$ cat config.mk
export PLATFORM = sky130hd
export DESIGN_NAME = stk_seq_unit
export DESIGN_NICKNAME = d
export VERILOG_FILES = /design/src/rtl/stk_seq_pkg.sv /design/src/rtl/stk_decode.sv /design/src/rtl/stk_tgt_sel.sv /design/src/rtl/stk_addr_chk.sv /design/src/rtl/stk_seq_unit.sv
export SDC_FILE = /design/constraint.sdc
export NUM_CORES = 1
export LEC_CHECK = 0
export ABC_AREA = 1
export BUFFER_PORTS_ARGS = -buffer_cell sky130_fd_sc_hd__buf_4
export CAP_MARGIN = 40
export CORE_MARGIN = 8
export CORE_UTILIZATION = 34
export DETAILED_ROUTE_END_ITERATION = 10
export SYNTH_ARGS = -nofsm -noshare
export SYNTH_HDL_FRONTEND = slang
export SYNTH_SLANG_ARGS = --single-unit
$ cat constraint.sdc
create_clock -name clk -period 2.7 [get_ports clk]
set_input_delay 0.27 -clock clk [delete_from_list [all_inputs] [get_ports clk]]
set_output_delay 0.27 -clock clk [all_outputs]
set_load 0.02 [all_outputs]
$ cat src/rtl/stk_seq_pkg.sv
package stk_seq_pkg;

  typedef enum logic [1:0] {
    RUN_OK       = 2'd0,
    RUN_HALTED   = 2'd1,
    RUN_BAD_OP   = 2'd2,
    RUN_BAD_ADDR = 2'd3
  } run_state_e;

  typedef enum logic [2:0] {
    K_HANDOFF,
    K_JUMP,
    K_JUMPI,
    K_JUMPIF,
    K_HALT,
    K_ILLEGAL
  } op_kind_e;

  typedef struct packed {
    logic [3:0]  op;
    logic [3:0]  r;
    logic [7:0]  n;
    logic [15:0] d;
  } iword_t;

  localparam logic [3:0] OPC_HOLE   = 4'd9;
  localparam logic [3:0] OPC_JUMP   = 4'd12;
  localparam logic [3:0] OPC_JUMPI  = 4'd13;
  localparam logic [3:0] OPC_JUMPIF = 4'd14;
  localparam logic [3:0] OPC_HALT   = 4'd15;

endpackage

$ cat src/rtl/stk_decode.sv
module stk_decode
  import stk_seq_pkg::*;
(
  input  logic [3:0] op,
  output op_kind_e   kind
);

  always_comb begin
    case (op)
      OPC_HOLE:   kind = K_ILLEGAL;
      OPC_JUMP:   kind = K_JUMP;
      OPC_JUMPI:  kind = K_JUMPI;
      OPC_JUMPIF: kind = K_JUMPIF;
      OPC_HALT:   kind = K_HALT;
      default:    kind = K_HANDOFF;
    endcase
  end

endmodule

$ cat src/rtl/stk_tgt_sel.sv
module stk_tgt_sel
  import stk_seq_pkg::*;
#(
  parameter int ADDR_W = 16,
  parameter int DATA_W = 16,
  parameter int TW     = DATA_W + 2
) (
  input  op_kind_e          kind,
  input  logic [ADDR_W-1:0] cp,
  input  logic [DATA_W-1:0] reg_val,
  input  logic [DATA_W-1:0] pop_data,
  input  logic [7:0]        n,
  input  logic [15:0]       d,
  output logic [TW-1:0]     cand
);

  localparam int DPAD = TW - 16;
  localparam int RPAD = TW - DATA_W;
  localparam int CPAD = TW - ADDR_W;

  logic [TW-1:0] direct, step, popped;
  logic          match;

  // two's complement sum; the top bit marks a negative target
  assign direct = {{RPAD{1'b0}}, reg_val} + {{DPAD{d[15]}}, d};
  assign step   = {{CPAD{1'b0}}, cp} + {{(TW-1){1'b0}}, 1'b1};
  assign popped = {{RPAD{1'b0}}, pop_data};
  assign match  = (pop_data == {{(DATA_W-8){1'b0}}, n});

  always_comb begin
    case (kind)
      K_JUMP:   cand = direct;
      K_JUMPI:  cand = popped;
      K_JUMPIF: cand = match ? direct : step;
      default:  cand = step;
    endcase
  end

endmodule

$ cat src/rtl/stk_addr_chk.sv
module stk_addr_chk #(
  parameter int CODE_DEPTH = 1024,
  parameter int TW         = 18
) (
  input  logic [TW-1:0] cand,
  output logic          ok
);

  localparam logic [TW-1:0] LIMIT = TW'(CODE_DEPTH);
  localparam bit            POW2  = (CODE_DEPTH & (CODE_DEPTH - 1)) == 0;

  generate
    if (POW2) begin : g_mask
      localparam logic [TW-1:0] HIGH = ~(LIMIT - {{(TW-1){1'b0}}, 1'b1});
      assign ok = (cand & HIGH) == '0;
    end else begin : g_cmp
      assign ok = !cand[TW-1] && (cand < LIMIT);
    end
  endgenerate

endmodule

$ cat src/rtl/stk_seq_unit.sv
module stk_seq_unit
  import stk_seq_pkg::*;
#(
  parameter int CODE_DEPTH = 1024,
  parameter int ADDR_W     = 16,
  parameter int DATA_W     = 16
) (
  input  logic              clk,
  input  logic              rst_n,
  output logic              code_req_valid,
  input  logic              code_req_ready,
  output logic [ADDR_W-1:0] code_req_addr,
  input  logic [31:0]       code_rsp_data,
  output logic              pop_valid,
  input  logic              pop_ready,
  input  logic [DATA_W-1:0] pop_data,
  output logic [3:0]        reg_sel,
  input  logic [DATA_W-1:0] reg_val,
  output logic              disp_valid,
  input  logic              disp_ready,
  output logic [31:0]       disp_word,
  output logic [ADDR_W-1:0] code_ptr,
  output logic [1:0]        run_status
);

  localparam int TW = DATA_W + 2;

  typedef enum logic [2:0] {PH_REQ, PH_WAIT, PH_DEC, PH_POP, PH_DISP, PH_STOP} phase_e;

  phase_e            ph;
  logic [ADDR_W-1:0] cp_q;
  iword_t            ir_q;
  run_state_e        st_q;
  op_kind_e          kind;
  logic [TW-1:0]     cand;
  logic              cand_ok;
  logic              commit;

  stk_decode u_dec (
    .op   (ir_q.op),
    .kind (kind)
  );

  stk_tgt_sel #(.ADDR_W(ADDR_W), .DATA_W(DATA_W), .TW(TW)) u_sel (
    .kind     (kind),
    .cp       (cp_q),
    .reg_val  (reg_val),
    .pop_data (pop_data),
    .n        (ir_q.n),
    .d        (ir_q.d),
    .cand     (cand)
  );

  stk_addr_chk #(.CODE_DEPTH(CODE_DEPTH), .TW(TW)) u_chk (
    .cand (cand),
    .ok   (cand_ok)
  );

  // the cycle in which the next code pointer is decided
  always_comb begin
    case (ph)
      PH_DEC:  commit = (kind == K_JUMP);
      PH_POP:  commit = pop_ready;
      PH_DISP: commit = disp_ready;
      default: commit = 1'b0;
    endcase
  end

  always_ff @(posedge clk or negedge rst_n) begin
    if (!rst_n) begin
      ph   <= PH_REQ;
      cp_q <= '0;
      ir_q <= '0;
      st_q <= RUN_OK;
    end else begin
      case (ph)
        PH_REQ:  if (code_req_ready) ph <= PH_WAIT;
        PH_WAIT: begin
          ir_q <= code_rsp_data;
          ph   <= PH_DEC;
        end
        PH_DEC: begin
          case (kind)
            K_ILLEGAL: begin
              st_q <= RUN_BAD_OP;
              ph   <= PH_STOP;
            end
            K_HALT: begin
              st_q <= RUN_HALTED;
              ph   <= PH_STOP;
            end
            K_JUMPI, K_JUMPIF: ph <= PH_POP;
            K_HANDOFF:         ph <= PH_DISP;
            default: ;
          endcase
        end
        default: ;
      endcase
      if (commit) begin
        if (cand_ok) begin
          cp_q <= cand[ADDR_W-1:0];
          ph   <= PH_REQ;
        end else begin
          st_q <= RUN_BAD_ADDR;
          ph   <= PH_STOP;
        end
      end
    end
  end

  assign code_req_valid = (ph == PH_REQ);
  assign code_req_addr  = cp_q;
  assign pop_valid      = (ph == PH_POP);
  assign disp_valid     = (ph == PH_DISP);
  assign disp_word      = ir_q;
  assign reg_sel        = ir_q.r;
  assign code_ptr       = cp_q;
  assign run_status     = st_q;

  p_fetch_running_r2: assert property (@(posedge clk) disable iff (!rst_n)
    code_req_valid |-> run_status == RUN_OK);

  p_req_hold_r2: assert property (@(posedge clk) disable iff (!rst_n)
    code_req_valid && !code_req_ready |=> code_req_valid && $stable(code_req_addr));

  p_req_in_range_r8: assert property (@(posedge clk) disable iff (!rst_n)
    code_req_valid |-> code_req_addr < ADDR_W'(CODE_DEPTH));

  p_pop_hold_r10: assert property (@(posedge clk) disable iff (!rst_n)
    pop_valid && !pop_ready |=> pop_valid);

  p_disp_hold_r9: assert property (@(posedge clk) disable iff (!rst_n)
    disp_valid && !disp_ready |=> disp_valid && $stable(disp_word));

  p_one_channel_r10: assert property (@(posedge clk) disable iff (!rst_n)
    $onehot0({code_req_valid, pop_valid, disp_valid}));

  p_bad_op_src_r3: assert property (@(posedge clk) disable iff (!rst_n)
    run_status == RUN_BAD_OP && $past(run_status) == RUN_OK |-> $past(ir_q.op) == OPC_HOLE);

  p_addr_err_keeps_cp_r8: assert property (@(posedge clk) disable iff (!rst_n)
    run_status == RUN_BAD_ADDR && $past(run_status) == RUN_OK |-> $stable(code_ptr));

  p_stop_final_r11: assert property (@(posedge clk) disable iff (!rst_n)
    run_status != RUN_OK |=> $stable(run_status) && $stable(code_ptr) &&
                             !code_req_valid && !pop_valid && !disp_valid);

endmodule

==> qor.txt <==
worst-path cell chain - ha_2 > fa_2 > nand3_1 > nand3_2 > nand2_1 > nand2_1 > nand2_1 > nand3_1 > nand3_1 > nand3_1 > nor2_2 > nand2_4 > nor2_4 > buf_12 > nand3_2 > nand2_1
starting DRC count in detailed routing - 241
xor/xnor share of the synthesized area - 0.0426
clock share of power - 0.132
worst-margin pin slew - 697 ps
sequential share of power - 0.240
TritonCTS clock tree - yes
Synth Flop Type - dfrtp_1
Int Pwr - 0.00294 W
fin. max-slew vios - 0
post-synthesis compound-gate area fraction - 0.0655
Simple-Gate Fraction of Synth Area - 0.340
num ports - 142
crit end category - flip-flop
Remaining DRCs - 0
EDFF count, synth - 0
clock transition at the registers of the reported paths - 70 ps
Startpoint Class - flip-flop
Clock Latency Late Sink - 300 ps
final net count - 815
Max-Cap Viols - 0
Final Non-Filler Cells - 899
Diodes inserted - 0
PortBufs - 141
synthesized area - 4320 µm²
yosys warns - 0
Final period util - 0.914
core area - 12500 µm²
area grow syn2layout - 30.8%
number of global-route vias before repair - 4608
delay of the slowest critical-path stage - 410 ps
initial antenna violation count - 0
Die ar. - 16600 µm²
Via density - 4.68
Slew Limit Headroom - 0.535
Sw Share - 0.479
final WL - 13300 µm
maximum clock insertion buffer count - 2
main combinational cell family by area after synthesis - simple AND/OR/NAND/NOR gates
Post-Syn Nets - 690
share of post-route cells with drive strength above 1 - 0.301
Combinational Power Share - 0.629
Slowest-stage cell, CP - dfrtp_1
global-route wire length before repair - 22200 µm
Post-Route Setup TNS - 0 ps
DRT Pass-1 Iters - 4
cts hold-fix bufs - 0
dpl cells - 890
grt ovf - 0
Net Switching - 0.00270 W
post-route ant nets - 0
skew final - 5.05 ps
die height - 129 µm
R2R depth - 16
Hold WC Path Type - primary input to asynchronous set/reset pin
mux cell area share after synthesis - 0.0626
Synth Instances - 602
Power Total - 0.00565 W
CP Data Required Time - 2940 ps
final hold vios - 0
adder-cell share of the synthesized area - 0.0568
post-DP HPWL - 10800 µm
Pleak - 3.04 nW
FF-to-FF End - code_ptr[5]$_DFFE_PN0P_
Tot GR Track Use - 0.165
Crit Path Max Fanout - 8
Initial Utilization - 0.345
number of buffers created by CTS - 5
Die W - 129 µm
CTS Sinks - 53
# rows - 41
crit path kind - flip-flop to flip-flop
FFs w/ async S/R, synth - 1.00
drt wl/cell - 14.8 µm
endpoints failing setup - 0
IR drop worst, VDD - 611 µV
Yosys cell types - 43
Power Density - 1000 nW/µm²
FMAX - 405 MHz
critical path arrival - 2710 ps
Fillers - 1335
largest net degree at the start of global routing - 54
vias - 4204
Final GP Congestion - 0.887
Final Util - 0.451
min cycle time layout - 2470 ps
status - finished clean
Root Buffer - clkbuf_16
register bit total from synthesis - 53
reg-to-reg slack, setup - 230 ps
Worst R2R Start - disp_word[0]$_DFFE_PN0N_
register area share after synthesis - 0.307
H-tree depth - 2
synthesized area per cell - 7.17 µm²
==> flip-flops by register name (all words and copies together) (netlist names) <==
name	flops
disp_word	28
code_ptr	16
reg_sel	4
ph	3
run_status	2
==> final cells by class <==
class,count,area [µm²],area share
multi-input combinational,432,2500,0.442
sequential,53,1330,0.235
timing repair buffer,146,1110,0.196
inverter,89,334,0.0592
tap,172,215,0.0381
clock buffer,5,125,0.0222
clock inverter,2,38.8,0.00687
==> cells in the final DEF (no fill, tap or decap), types with 2 or more instances in the layout <==
cell type and count:
nand2_1 188, buf_4 145, inv_1 84, dfrtp_1 53, nor2_1 44, nand3_1 40
mux2_2 24, a21oi_1 19, ha_1 17, xnor2_1 12, nand3_2 11, xor2_1 9
o221ai_1 8, nor3_1 7, nand4_1 7, nand2_2 5, nor2_2 5, clkbuf_16 5
and2_1 4, inv_2 4, a21oi_2 4, o21ai_0 4, nor3_2 2, nor2_4 2
nand2_4 2, o211ai_1 2
==> worst max-delay path by stage <==
stage	from	to	slack, ps	depth (start not counted)
detailed placement	disp_word[0]$_DFFE_PN0N_	ph[0]$_DFFE_PN0P_	70	14
CTS	disp_word[0]$_DFFE_PN0N_	ph[0]$_DFFE_PN0P_	60	14
floorplan	disp_word[0]$_DFFE_PN0N_	code_ptr[12]$_DFFE_PN0P_	310	15
finish	disp_word[0]$_DFFE_PN0N_	code_ptr[5]$_DFFE_PN0P_	230	16
global placement	reg_val[0]	ph[0]$_DFFE_PN0P_	160	17
global route	disp_word[0]$_DFFE_PN0N_	code_ptr[6]$_DFFE_PN0P_	-5	16
==> synth_stat cells (all sizes together) (6+ instances only) <==
cell type,instances,area share
nand4,8,0.013
mux2,24,0.063
o221ai,8,0.016
nor3,10,0.017
ha,18,0.052
clkbuf,6,0.0055
nor2,51,0.052
inv,88,0.077
o21ai,6,0.0070
xor2,9,0.018
buf,23,0.042
nand3,52,0.073
nand2,195,0.17
dfrtp,53,0.31
xnor2,12,0.024
a21oi,23,0.030
==> per-layer routing <==
| metal | up-vias | wire length (µm) | GRT usage |
|---|---|---|---|
| met2 | 121 | 6100 | 0.274 |
| met5 | - | 0 | 0 |
| li1 | 2147 | - | - |
| met4 | 0 | 205 | 0.0435 |
| met1 | 1920 | 6030 | 0.206 |
| met3 | 16 | 939 | 0.0455 |
==> cells by family after synthesis <==
kind of cell / count (synthesis)
simple gates: 323
buf+inv: 118
flops: 53
compound gates: 44
mux: 24
xor+xnor: 21
fa+ha+maj: 19
==> power groups by stage <==
stage,sequential (W),clock (W),combinational [W]
CTS,0.00136,0.000769,0.00356
floorplan,0.00162,0,0.00210
global route,0.00140,0.000794,0.00395
global placement,0.00135,0,0.00351
finish,0.00135,0.000742,0.00355
detailed placement,0.00137,0,0.00354
==> critical path: cells and delay by family, from the launching register on <==
family / cells / cell delay [ps]
flops: 1 / 410
simple gates: 13 / 1260
fa+ha+maj: 2 / 580
buf+inv: 1 / 140
==> metrics by stage <==
stage / area (µm²) / hold WS (ps) / setup slack, ps
finish: 5650 / 15.3 / 233
global route: 5650 / 80.6 / -5.35
CTS: 5580 / 49.5 / 56.5
detailed placement: 5420 / 372 / 69.7
global placement: 5420 / 361 / 161
floorplan: 4320 / -25.6 / 308
==> repair_timing <==
action,4_1_cts,5_1_grt
gates resized for setup,0,7
setup buffers,0,1
setup endpoints to repair,0,20
No activity file was read; power rests on OpenSTA's default activity.
